===== src/rtl/rmw_pkg.sv =====
package rmw_pkg;

  typedef enum logic [2:0] {
    OP_DEC_CMP = 3'd0,
    OP_INC_SUB = 3'd1,
    OP_ROL_AND = 3'd2,
    OP_ROR_ADC = 3'd3,
    OP_SHL_OR  = 3'd4,
    OP_SHR_XOR = 3'd5
  } op_e;

  localparam int unsigned OP_W     = 3;
  localparam int unsigned OP_COUNT = 6;

  typedef enum logic [2:0] {
    ST_IDLE,
    ST_READ,
    ST_WB_OLD,
    ST_WB_NEW,
    ST_FIN
  } st_e;

  typedef struct packed {
    logic n;
    logic z;
    logic c;
    logic v;
  } flags_t;

endpackage


===== src/rtl/rmw_modify.sv =====
module rmw_modify
  import rmw_pkg::*;
#(
  parameter int unsigned DATA_W = 8
) (
  input  op_e               op_i,
  input  logic [DATA_W-1:0] data_i,
  input  logic              c_i,
  output logic [DATA_W-1:0] data_o,
  output logic              c_o
);

  localparam logic [DATA_W-1:0] ONE = {{(DATA_W-1){1'b0}}, 1'b1};

  always_comb begin
    data_o = data_i;
    c_o    = c_i;
    unique case (op_i)
      OP_DEC_CMP: data_o = data_i - ONE;
      OP_INC_SUB: data_o = data_i + ONE;
      OP_ROL_AND: begin
        data_o = {data_i[DATA_W-2:0], c_i};
        c_o    = data_i[DATA_W-1];
      end
      OP_ROR_ADC: begin
        data_o = {c_i, data_i[DATA_W-1:1]};
        c_o    = data_i[0];
      end
      OP_SHL_OR: begin
        data_o = {data_i[DATA_W-2:0], 1'b0};
        c_o    = data_i[DATA_W-1];
      end
      OP_SHR_XOR: begin
        data_o = {1'b0, data_i[DATA_W-1:1]};
        c_o    = data_i[0];
      end
      default: ;
    endcase
  end

endmodule


===== src/rtl/rmw_alu.sv =====
module rmw_alu
  import rmw_pkg::*;
#(
  parameter int unsigned DATA_W = 8
) (
  input  op_e               op_i,
  input  logic [DATA_W-1:0] acc_i,
  input  logic [DATA_W-1:0] mem_i,
  input  logic              c_i,
  input  logic              v_i,
  output logic [DATA_W-1:0] acc_o,
  output flags_t            flags_o
);

  localparam int unsigned MSB = DATA_W - 1;

  logic              sub;
  logic              cin;
  logic [DATA_W-1:0] opb;
  logic [DATA_W:0]   sum;
  logic              ovf;

  // compare runs through the same adder with a forced carry-in
  always_comb begin
    sub = (op_i == OP_DEC_CMP) || (op_i == OP_INC_SUB);
    opb = sub ? ~mem_i : mem_i;
    cin = (op_i == OP_DEC_CMP) ? 1'b1 : c_i;
    sum = {1'b0, acc_i} + {1'b0, opb} + {{DATA_W{1'b0}}, cin};
    ovf = (acc_i[MSB] == opb[MSB]) && (sum[MSB] != acc_i[MSB]);
  end

  always_comb begin
    acc_o     = acc_i;
    flags_o.c = c_i;
    flags_o.v = v_i;
    unique case (op_i)
      OP_DEC_CMP: flags_o.c = sum[DATA_W];
      OP_INC_SUB,
      OP_ROR_ADC: begin
        acc_o     = sum[MSB:0];
        flags_o.c = sum[DATA_W];
        flags_o.v = ovf;
      end
      OP_ROL_AND: acc_o = acc_i & mem_i;
      OP_SHL_OR:  acc_o = acc_i | mem_i;
      OP_SHR_XOR: acc_o = acc_i ^ mem_i;
      default: ;
    endcase
    if (op_i == OP_DEC_CMP) begin
      flags_o.n = sum[MSB];
      flags_o.z = (sum[MSB:0] == '0);
    end else begin
      flags_o.n = acc_o[MSB];
      flags_o.z = (acc_o == '0);
    end
  end

endmodule


===== src/rtl/rmw_ctrl.sv =====
module rmw_ctrl
  import rmw_pkg::*;
(
  input  logic clk_i,
  input  logic rst_ni,
  input  logic go_i,
  output st_e  state_o
);

  st_e st_q, st_d;

  always_comb begin
    st_d = st_q;
    unique case (st_q)
      ST_IDLE:   if (go_i) st_d = ST_READ;
      ST_READ:   st_d = ST_WB_OLD;
      ST_WB_OLD: st_d = ST_WB_NEW;
      ST_WB_NEW: st_d = ST_FIN;
      ST_FIN:    st_d = ST_IDLE;
      default:   st_d = ST_IDLE;
    endcase
  end

  always_ff @(posedge clk_i or negedge rst_ni) begin
    if (!rst_ni) st_q <= ST_IDLE;
    else         st_q <= st_d;
  end

  assign state_o = st_q;

endmodule


===== src/rtl/rmw_seq.sv =====
module rmw_seq
  import rmw_pkg::*;
#(
  parameter int unsigned DATA_W = 8,
  parameter int unsigned ADDR_W = 16
) (
  input  logic              clk_i,
  input  logic              rst_ni,
  input  logic              start_i,
  input  logic [2:0]        op_i,
  input  logic [ADDR_W-1:0] addr_i,
  input  logic [DATA_W-1:0] a_i,
  input  logic              c_i,
  input  logic              v_i,
  output logic              mem_req_o,
  output logic              mem_we_o,
  output logic [ADDR_W-1:0] mem_addr_o,
  output logic [DATA_W-1:0] mem_wdata_o,
  input  logic [DATA_W-1:0] mem_rdata_i,
  output logic              busy_o,
  output logic              done_o,
  output logic [DATA_W-1:0] a_o,
  output logic              n_o,
  output logic              z_o,
  output logic              c_o,
  output logic              v_o
);

  localparam logic [OP_W-1:0] OP_LIMIT = OP_W'(OP_COUNT);

  st_e               st;
  logic              go;
  op_e               op_q;
  logic [ADDR_W-1:0] addr_q;
  logic [DATA_W-1:0] acc_q;
  logic              c_q, v_q;
  logic [DATA_W-1:0] rd_q;
  logic [DATA_W-1:0] mod_data;
  logic              mod_c;
  logic [DATA_W-1:0] alu_acc;
  flags_t            alu_flags;
  logic [DATA_W-1:0] res_acc_q;
  flags_t            res_flags_q;

  assign go = start_i && (op_i < OP_LIMIT);

  rmw_ctrl u_ctrl (
    .clk_i  (clk_i),
    .rst_ni (rst_ni),
    .go_i   (go),
    .state_o(st)
  );

  always_ff @(posedge clk_i or negedge rst_ni) begin
    if (!rst_ni) begin
      op_q   <= OP_DEC_CMP;
      addr_q <= '0;
      acc_q  <= '0;
      c_q    <= 1'b0;
      v_q    <= 1'b0;
    end else if (st == ST_IDLE && go) begin
      op_q   <= op_e'(op_i);
      addr_q <= addr_i;
      acc_q  <= a_i;
      c_q    <= c_i;
      v_q    <= v_i;
    end
  end

  always_ff @(posedge clk_i or negedge rst_ni) begin
    if (!rst_ni)              rd_q <= '0;
    else if (st == ST_READ)   rd_q <= mem_rdata_i;
  end

  rmw_modify #(.DATA_W(DATA_W)) u_modify (
    .op_i  (op_q),
    .data_i(rd_q),
    .c_i   (c_q),
    .data_o(mod_data),
    .c_o   (mod_c)
  );

  rmw_alu #(.DATA_W(DATA_W)) u_alu (
    .op_i   (op_q),
    .acc_i  (acc_q),
    .mem_i  (mod_data),
    .c_i    (mod_c),
    .v_i    (v_q),
    .acc_o  (alu_acc),
    .flags_o(alu_flags)
  );

  always_ff @(posedge clk_i or negedge rst_ni) begin
    if (!rst_ni) begin
      res_acc_q   <= '0;
      res_flags_q <= '0;
    end else if (st == ST_WB_NEW) begin
      res_acc_q   <= alu_acc;
      res_flags_q <= alu_flags;
    end
  end

  assign mem_req_o   = (st == ST_READ) || (st == ST_WB_OLD) || (st == ST_WB_NEW);
  assign mem_we_o    = (st == ST_WB_OLD) || (st == ST_WB_NEW);
  assign mem_addr_o  = addr_q;
  assign mem_wdata_o = (st == ST_WB_OLD) ? rd_q : mod_data;
  assign busy_o      = (st != ST_IDLE);
  assign done_o      = (st == ST_FIN);
  assign a_o         = res_acc_q;
  assign n_o         = res_flags_q.n;
  assign z_o         = res_flags_q.z;
  assign c_o         = res_flags_q.c;
  assign v_o         = res_flags_q.v;

endmodule


===== config.mk =====
export PLATFORM = sky130hd
export DESIGN_NAME = rmw_seq
export DESIGN_NICKNAME = d
export VERILOG_FILES = /design/src/rtl/rmw_pkg.sv /design/src/rtl/rmw_modify.sv /design/src/rtl/rmw_alu.sv /design/src/rtl/rmw_ctrl.sv /design/src/rtl/rmw_seq.sv
export SDC_FILE = /design/constraint.sdc
export NUM_CORES = 1
export LEC_CHECK = 0
export BUFFER_PORTS_ARGS = -buffer_cell sky130_fd_sc_hd__buf_4
export CORE_MARGIN = 3
export CORE_UTILIZATION = 55
export CTS_BUF_LIST = sky130_fd_sc_hd__clkbuf_16
export CTS_CLUSTER_SIZE = 28
export DETAILED_ROUTE_END_ITERATION = 7
export GPL_TIMING_DRIVEN = 0
export PLACE_DENSITY = 0.79
export SYNTH_ARGS = -nofsm -noshare
export SYNTH_HDL_FRONTEND = slang
export SYNTH_SLANG_ARGS = --single-unit

===== constraint.sdc =====
create_clock -name clk_i -period 7.69 [get_ports clk_i]
set_input_delay 1.538 -clock clk_i [delete_from_list [all_inputs] [get_ports clk_i]]
set_output_delay 1.538 -clock clk_i [all_outputs]
set_load 0.1 [all_outputs]

# Word-level counts from Yosys, hierarchy flattened
# Cells that the tools add are included.
[totals]
reg_bits = 52
latchBits = 0
ramBits = 0
romBits = 0
input_bits = 40
wordCells = 60
memories = 0
[op_classes]
n_addsub = 4
n_mul = 0
div = 0
magnitude_cmp = 1
eq_ne = 12
shifts = 0
mux = 11
n_bitwise = 4
n_reduce_logical = 16
[ops]
columns = ["operator", "n"]
rows = [
  ["one-hot mux 8 bit (6 select lines)", 1],
  ["one-hot mux 8 bit (4 select lines)", 1],
  ["logical NOT 8 bit", 2],
  ["two-way mux 8 bit", 2],
  ["== test 3 x 2 -> 1 bit (second input constant)", 4],
  ["one-hot mux 3 bit (4 select lines)", 1],
  ["adder 8 x 8 -> 9 bit", 1],
  ["adder 9 x 1 -> 9 bit", 1],
  ["== test 3 bit (second input constant)", 3],
  ["adder 8 x 1 -> 8 bit (second input constant)", 1],
  ["bitwise AND 8 bit", 1],
  ["inverter 8 bit", 1],
  ["bitwise OR 8 bit", 1],
  ["subtractor 8 x 1 -> 8 bit (second input constant)", 1],
  ["XOR 8 bit", 1],
  ["== test 3 x 1 -> 1 bit (second input constant)", 2],
  ["logical NOT 3 bit", 2],
  ["OR reduction 2 bit", 3],
  ["logical OR 1 bit", 4],
  ["logical AND 1 bit", 3],
  ["less-than comparator 3 bit (second input constant)", 1],
  ["two-way mux 1 bit", 3],
  ["two-way mux 3 bit", 1],
  ["nonzero test 3 bit", 1],
  ["other kinds (6)", 6],
]

# Logic depth before layout (Yosys ltp)
# Gate-level depths: netlist of run 1.
[logic_depth]
ltp_word = 9
mapped_depth = 20
mapped_depth_nobuf = 16

# Hierarchy
# Synthesis of run 1 repeated with hierarchy kept, for this count alone.
[hier_totals]
hier_cells = 419
area_unflattened_um2 = 4205.3
[by_module_without_submodules]
columns = ["mod", "n_inst", "cells_per_inst", "area_per_inst_um2"]
rows = [
  ["rmw_seq", 1, 121, 2018.2],
  ["rmw_alu", 1, 199, 1437.6],
  ["rmw_modify", 1, 90, 645.6],
  ["rmw_ctrl", 1, 9, 103.8],
]

# Worst setup path before layout of run 1
# OpenSTA, ideal clock, no wires.
[synth_timing]
kind = "register to output"
from = "register op_q[1]"
to = "output mem_wdata_o[4]"
arrival_time_ps = 4723
required_time_ps = 6152
path_slack_ps = 1429
path_stages_with_launch = 13
path_buffers = 3
cell_sequence = "dfrtp_1 buf_2 buf_2 buf_2 nor2_1 nand2_1 fa_1 a21o_1 a21oi_1 xor2_1 o21ai_0 o21ai_0 o21ai_0"
[synth_via]
elab_chain_len = 3
[synth_rtl]
columns = ["element", "line_no", "source"]
rows = [
  ["start: declaration", "rmw_seq.sv:33", "op_e op_q;"],
  ["start signal: assignment", "rmw_seq.sv:62", "op_q <= op_e'(op_i);"],
  ["== test 3 bit (tied with other cells)", "rmw_modify.sv:18", "unique case (op_i)"],
  ["one-hot mux 8 bit (6 select lines) *", "rmw_modify.sv:18", ""],
  ["two-way mux 8 bit *", "rmw_seq.sv:106", "assign mem_wdata_o = (st == ST_WB_OLD) ? rd_q : mod_data;"],
  ["end: declaration", "rmw_seq.sv:18", "output logic [DATA_W-1:0] mem_wdata_o,"],
]
# Every way passes the cells marked *; elsewhere a longest branch is shown, timed or not.

# Worst setup path after layout of run 1
[layout_timing]
from = "register op_q[2]"
to = "register res_flags_q, in the netlist z_o"
[layout_via]
elab_chain_len = 9
[layout_rtl]
columns = ["element", "line_no", "source"]
rows = [
  ["== test 3 bit (tied with other cells)", "rmw_modify.sv:18, rmw_alu.sv:36", ""],
  ["one-hot mux 8 bit (6 select lines)", "rmw_modify.sv:18", ""],
  ["inverter 8 bit", "rmw_alu.sv:26", "opb = sub ? ~mem_i : mem_i;"],
  ["two-way mux 8 bit", "rmw_alu.sv:26", ""],
  ["adder 8 x 8 -> 9 bit", "rmw_alu.sv:28", "sum = {1'b0, acc_i} + {1'b0, opb} + {{DATA_W{1'b0}}, cin};"],
  ["adder 9 x 1 -> 9 bit", "rmw_alu.sv:28", ""],
  ["one-hot mux 8 bit (4 select lines)", "rmw_alu.sv:36", "unique case (op_i)"],
  ["logical NOT 8 bit", "rmw_alu.sv:54", "flags_o.z = (acc_o == '0);"],
  ["two-way mux 2 bit *", "rmw_alu.sv:49", "if (op_i == OP_DEC_CMP) begin"],
  ["end signal: assignment", "rmw_seq.sv:99", "res_flags_q <= alu_flags;"],
  ["end: declaration", "rmw_seq.sv:43", "flags_t res_flags_q;"],
]
# Marked as above.
# A chain may end at the register's enable or synchronous reset.

==> qor.yml, run 1 <==
sta:
  skew_ps: 6.178
  finalCritPeriodShare_pct: 80.81
  setup_tns_ps: 0
  hold_viol: 0
  min_period_ps: 6215
  finalSetupViolCount: 0
  finalMaxSlewViolations: 0
  max_slew_margin_pct: 46.87
  timing.fmax_ghz: 0.1609
  rsz0062_at_grt: "false"
  worst_pin_slew_ps: 788.7
die:
  die_w_um: 92.74
  ios: 80
  die_h_um: 92.74
  coreArea_mm2: 0.007057
  die_area_mm2: 0.008600
  rows: 30
  start_util_pct: 58.63
grt:
  grt_pass1_vias: 3698
  antenna_found_initial: 0
  grt_max_degree: 53
  grt_overflow_total: 0
  track_usage_pct: 27.28
  grt_pass1_wl_mm: 18.59
layout:
  final_cells: 638
  drive_above_1_share_pct: 28.78
  final-seq-area_mm2: 0.001301
  n_antenna_cell: 0
  multiInputGateArea_mm2: 0.002591
  nets: 616
  fill_cells: 600
  areaGrowthSynthToFinish_pct: 21.38
clocking:
  cts_buffers: 5
  cts_sinks: 52
  clockRootBuffer: "clkbuf_16"
  cts_setup_buffers: 0
  clock_latency_ps: 300
  htreeDepth: 2
  cts-resized-gates: 0
  clk_path_buf_depth: 2
  cts_tree: "built"
  path_clk_slew_ps: 70
  hold_buffers: 0
status:
  status: "finished clean"
logic_synthesis:
  yosys_warnings: 0
  synth.area.top_cells: "dfrtp_1 31%, mux2_2 11%, ha_1 9.7%, o21ai_0 4.8%, nand2_1 4.3%"
  synth_cells: 455
  yosys_register_bits: 52
  synth_area_mm2: 0.004138
  async_reset_ff_share_pct: 100.0
  yosys_most_used_dff: "dfrtp_1"
  synth_nets: 530
  synth_largest_area_cell: "dfrtp_1"
  synth_top_cell_area_share_pct: 31.45
  ys_seq_area_share_pct: 31.45
  yosysUniqueCellTypes: 68
  avgSynthCellArea_um2: 9.094
  synth_edf_count: 0
placed_design:
  gp_congestion: 0.9274
  portBuffers: 79
  dp.cells: 630
  hpwlAfterDp_mm: 8.740
detailed_routing:
  drtIter0Drc: 249
  drt_pass1_iterations: 5
  routed_wl_mm: 11.39
  via_per_inst: 5.912
  drc: 0
  ant_nets: 0
  vias: 3772
  wl_per_cell_um: 17.85
critical_path:
  start_kind: "register"
  r2r_slack_ps: 1480
  arrival_ps: 6460
  cpMaxStageDelayCell: "o21ai_0"
  worstPathBufferInverterCount: 2
  endpoint_kind: "register"
  max_stage_delay_ps: 640
  crit_type: "register to register"
  crit_path_max_fanout: 10
  path_cells: "clkbuf_1 > clkbuf_1 > nor2_1 > nand2_1 > fa_1 > a21o_1 > a21oi_1 > xor2_1 > o21ai_0 > o21ai_0 > o21ai_0 > ha_1 > nor3b_1 > nand4bb_1 > or4_1 > a2111o_1 > o41ai_2 > a31o_1"
  critPathTopFamily: "compound AO/OA/AOI/OAI gates"
  worstPathRequired_ps: 7930
  path_common_cell: "o21ai_0"
job:
  drv_cap: 0
hold_path:
  hp-class: "register to register"
==> kinds of logic (layout without fill, tap and decap cells) <==
kind of cell    Yosys count  in the layout  synth area share (%)
flops                    52             52                 31.45
compound gates          130            130                 20.11
mux                      54             54                 14.33
simple gates            122            122                 14.73
fa+ha+maj                35             35                 11.13
buf+inv                  51            138                 5.927
xor+xnor                 11             11                 2.329
==> placed cells by master, fill, tap and decap left out, drive strengths merged, types with 8 or more instances in the layout <==
cell | synthesis | final
nor2b | 10 | 10
dfrtp | 52 | 52
inv | 26 | 27
a21oi | 35 | 35
ha | 32 | 32
mux2 | 42 | 42
nand2 | 47 | 47
o21ai | 43 | 43
clkbuf | 10 | 15
mux2i | 12 | 12
nor2 | 24 | 24
buf | 15 | 94
xor2 | 8 | 8
==> routing by layer <==
metal	global-route usage (%)	up-vias	wire [µm]
met5	0	-	0
met4	8.181	0	188
met3	3.412	19	705
met2	46.10	154	5496
met1	36.61	1801	5000
li1	-	1798	-
==> metrics by stage <==
step,hold WS [ps],worst slack [ps],instance area [µm²],utilization [%]
global placement,462.1,1674,4851,68.74
floorplan,479.9,1429,4138,-
finish,481.7,1475,5022,71.17
CTS,488.3,1564,5022,71.17
detailed placement,472.2,1604,4851,68.74
global route,515.6,1074,5022,71.17
==> state kept, by name, summed over array words and instances, names as in the netlist, 3 cells and up <==
register	count
mem_addr_o	16
a_o	8
acc_q	8
rd_q	8
op_q	3
u_ctrl.state_o	3
==> worst paths after layout <==
path                       depth (start not counted)  startpoint  endpoint
setup / recovery                                  18     op_q[2]       z_o
hold / removal                                     2      a_o[6]    a_o[6]
setup reg to reg                                  18     op_q[2]       z_o
hold reg to reg                                    2      a_o[6]    a_o[6]
max in group asynchronous                          1      rst_ni   op_q[1]
min in group asynchronous                          1      rst_ni  acc_q[3]
==> Yosys cell counts (all sizes together) (3+ instances only) <==
| library cell | instances |
|---|---|
| o21ai | 43 |
| a221o | 3 |
| nor3b | 5 |
| o211ai | 5 |
| mux2 | 42 |
| a211oi | 3 |
| a31oi | 3 |
| a21oi | 35 |
| fa | 3 |
| nor3 | 7 |
| o22ai | 3 |
| inv | 26 |
| and2 | 3 |
| clkbuf | 10 |
| mux2i | 12 |
| xor2 | 8 |
| o31ai | 4 |
| or2 | 3 |
| dfrtp | 52 |
| nand2b | 7 |
| nor2b | 10 |
| o311ai | 3 |
| buf | 15 |
| ha | 32 |
| xnor2 | 3 |
| nand2 | 47 |
| a21o | 4 |
| nor2 | 24 |
==> layout make-up <==
| class | instances | share of cell area (%) |
|---|---|---|
| Buffer | 25 | 2.940 |
| Clock buffer | 5 | 2.491 |
| Clock inverter | 3 | 0.9218 |
| Inverter | 26 | 1.943 |
| Multi-Input combinational cell | 352 | 51.59 |
| Sequential cell | 52 | 25.91 |
| Tap cell | 96 | 2.392 |
| Timing Repair Buffer | 79 | 11.81 |
==> worst register-to-register path: cells and delay by family, from the launching register on <==
family                   cells  cell delay (ps)
buffers and inverters        2              550
XOR/XNOR                     1              220
AND/OR/NAND/NOR              5             1660
flip-flops                   1              400
adder cells (fa/ha/maj)      2             1010
AO/OA/AOI/OAI                8             2310
Power of run 1 is left out: the tool's default activity adds up to more than one toggle a clock period on the data nets, which glitch-free logic cannot reach.
==> inputs of run 2 (changes only) <==
--- a/config.mk
+++ b/config.mk
@@ -5,6 +5,7 @@
 export SDC_FILE = /design/constraint.sdc
 export NUM_CORES = 1
 export LEC_CHECK = 0
+export ABC_AREA = 1
 export BUFFER_PORTS_ARGS = -buffer_cell sky130_fd_sc_hd__buf_4
 export CORE_MARGIN = 3
 export CORE_UTILIZATION = 55
@@ -12,7 +13,7 @@
 export CTS_CLUSTER_SIZE = 28
 export DETAILED_ROUTE_END_ITERATION = 7
 export GPL_TIMING_DRIVEN = 0
-export PLACE_DENSITY = 0.79
+export PLACE_DENSITY = 0.8
 export SYNTH_ARGS = -nofsm -noshare
 export SYNTH_HDL_FRONTEND = slang
 export SYNTH_SLANG_ARGS = --single-unit
==> constraint.sdc (replaced) <==
create_clock -name clk_i -period 6 [get_ports clk_i]
set_input_delay 1.2 -clock clk_i [delete_from_list [all_inputs] [get_ports clk_i]]
set_output_delay 1.2 -clock clk_i [all_outputs]
set_load 0.1 [all_outputs]
==> run 2 against run 1 <==
Effect of this change:
- first-iteration DRC count fell by 13%
- setup slack worse by 37 ps
- clock-buffer cell count stayed put
- flip-flop and latch count stayed put
- cell area shrank 8.2%
- critical path type is now register to output pin
- clock skew is essentially flat
- area after synthesis decreased by 8.9%
==> qor.yml, run 2 <==
logic_synthesis:
  synth_top_cell_area_share_pct: 34.52
  yosysMostFrequentCell: "nand2_1"
  yosys_register_bits: 52
  synth.area.top_cells: "dfrtp_1 35%, nand2_1 11%, ha_1 11%, mux2_2 6.0%, inv_1 5.6%"
  synth_area_mm2: 0.003770
  async_reset_ff_share_pct: 100.0
  synth_nets: 555
  ys_seq_area_share_pct: 34.52
  synth_largest_area_cell: "dfrtp_1"
  yosysUniqueCellTypes: 45
  synth_cells: 480
  synthTopCellsByCount: "110 x nand2_1, 56 x inv_1, 52 x dfrtp_1, 45 x nor2_1, 32 x ha_1"
  avgSynthCellArea_um2: 7.854
  yosys_warnings: 0
  synth_edf_count: 0
  yosys_most_used_dff: "dfrtp_1"
critical_path:
  path_cells: "buf_6 > nor2_4 > nand2_1 > ha_1 > nand3_1 > nand3_1 > a21oi_1 > xor2_1 > or2_2 > nand2_1 > nand2_1 > o21ai_0 > buf_4"
  max_stage_delay_ps: 480
  critPathTopFamily: "simple AND/OR/NAND/NOR gates"
  endpoint_kind: "output pin"
  arrival_ps: 3360
  crit_type: "register to output pin"
  r2r_slack_ps: 1790
  crit_path_max_fanout: 12
  cpMaxStageDelayCell: "ha_1"
  worstPathBufferInverterCount: 2
  worstPathRequired_ps: 4800
  path_common_cell: "nand2_1"
  start_kind: "register"
layout:
  final_common_cell: "nand2_1"
  layout_common_cells: "110 x nand2_1, 80 x buf_4, 56 x inv_1"
  fin_util_pct: 71.01
  largest_register_ffs: 16
  nets: 641
  n_antenna_cell: 0
  areaGrowthSynthToFinish_pct: 22.34
  drive_above_1_share_pct: 23.10
die:
  start_util_pct: 58.04
  die_area_mm2: 0.007884
  coreArea_mm2: 0.006495
  die_h_um: 88.79
  rows: 29
  ios: 80
  die_w_um: 88.79
clocking:
  cts_setup_buffers: 0
  hold_buffers: 0
  htreeDepth: 2
  clockRootBuffer: "clkbuf_16"
  cts_buffers: 5
  cts_sinks: 52
  path_clk_slew_ps: 80
  clk_path_buf_depth: 2
  cts-resized-gates: 0
  cts_tree: "built"
  clock_latency_ps: 300
sta:
  skew_ps: 6.481
  setup_tns_ps: 0
  finalCritPeriodShare_pct: 76.03
  timing.fmax_ghz: 0.2192
  layout_setup_ws_ps: 1438
  worst_pin_slew_ps: 662.7
  hold_viol: 0
  hold_ws_ps: 490.9
  min_period_ps: 4562
  finalSetupViolCount: 0
  finalMaxSlewViolations: 0
  max_slew_margin_pct: 55.82
  rsz0062_at_grt: "false"
grt:
  grt_pass1_wl_mm: 16.01
  grt_overflow_total: 0
  antenna_found_initial: 0
  grt_max_degree: 53
  grt_pass1_vias: 3442
  track_usage_pct: 26.12
detailed_routing:
  ant_nets: 0
  drt_pass1_iterations: 5
  drc: 0
  routed_wl_mm: 9.888
  via_per_inst: 5.553
  drtIter0Drc: 216
  wl_per_cell_um: 15.35
  vias: 3576
placed_design:
  portBuffers: 79
  hpwlAfterDp_mm: 7.571
  gp_congestion: 0.9337
  dp_slack_ps: 1782
job:
  drv_cap: 0
hold_path:
  hp-class: "register to register"
status:
  status: "finished clean"
[run 2: changes by cell type after synthesis, sizes merged, moves of 9 or more]
| cell | change |
|---|---|
| nand2 | +67 |
| inv | +33 |
| nand3 | +26 |
| mux2 | -22 |
| nor2 | +22 |
| mux2i | -12 |
| nor2b | -10 |
| a21oi | -9 |
[run 2: cell type report]
class	instances	area, µm²
Multi-Input combinational cell	356	2171
Fill cell	540	1883
Sequential cell	52	1301
Timing Repair Buffer	79	593.1
Inverter	59	226.5
Clock buffer	5	125.1
Tap cell	77	96.34
Buffer	13	71.32
Clock inverter	3	27.53
[run 2: cells by family (layout without fill, tap and decap cells)]
group | Yosys count | count (layout) | synth area share (%)
flops | 52 | 52 | 34.52
simple gates | 210 | 210 | 24.76
mux | 20 | 20 | 5.974
xor+xnor | 3 | 3 | 0.6971
fa+ha+maj | 35 | 35 | 12.21
compound gates | 88 | 88 | 13.94
buf+inv | 72 | 159 | 7.899
[run 2: worst register-to-register path: cells and delay by family (launching register included)]
family / cells / cell delay (ps)
and+or+nand+nor: 14 / 1890
AOI/OAI and AO/OA: 5 / 850
buffers and inverters: 1 / 150
adders and majority gates: 2 / 890
DFF: 1 / 380
[run 2: layer usage]
metal	wire, µm	global-route usage, %	up-vias
met5	0	0	-
met4	229	8.379	0
met3	606	3.724	18
met2	4644	43.99	131
met1	4406	34.58	1652
li1	-	-	1775
[run 2: final timing paths]
kind	start	end	cells past startpoint
worst max-delay path	op_q[1]	mem_wdata_o[5]	13
worst min-delay path	n_o	n_o	2
worst max register to register	op_q[1]	z_o	22
worst min register to register	n_o	n_o	2
max in group asynchronous	rst_ni	v_q	1
min in group asynchronous	rst_ni	rd_q[6]	1
[run 2: per-stage QoR]
stage,std cells,cell area [µm²]
global placement,636,4459
finish,644,4612
CTS,644,4612
global route,644,4612
floorplan,480,3770
detailed placement,636,4459
Power of run 2 is left out for the same reason.
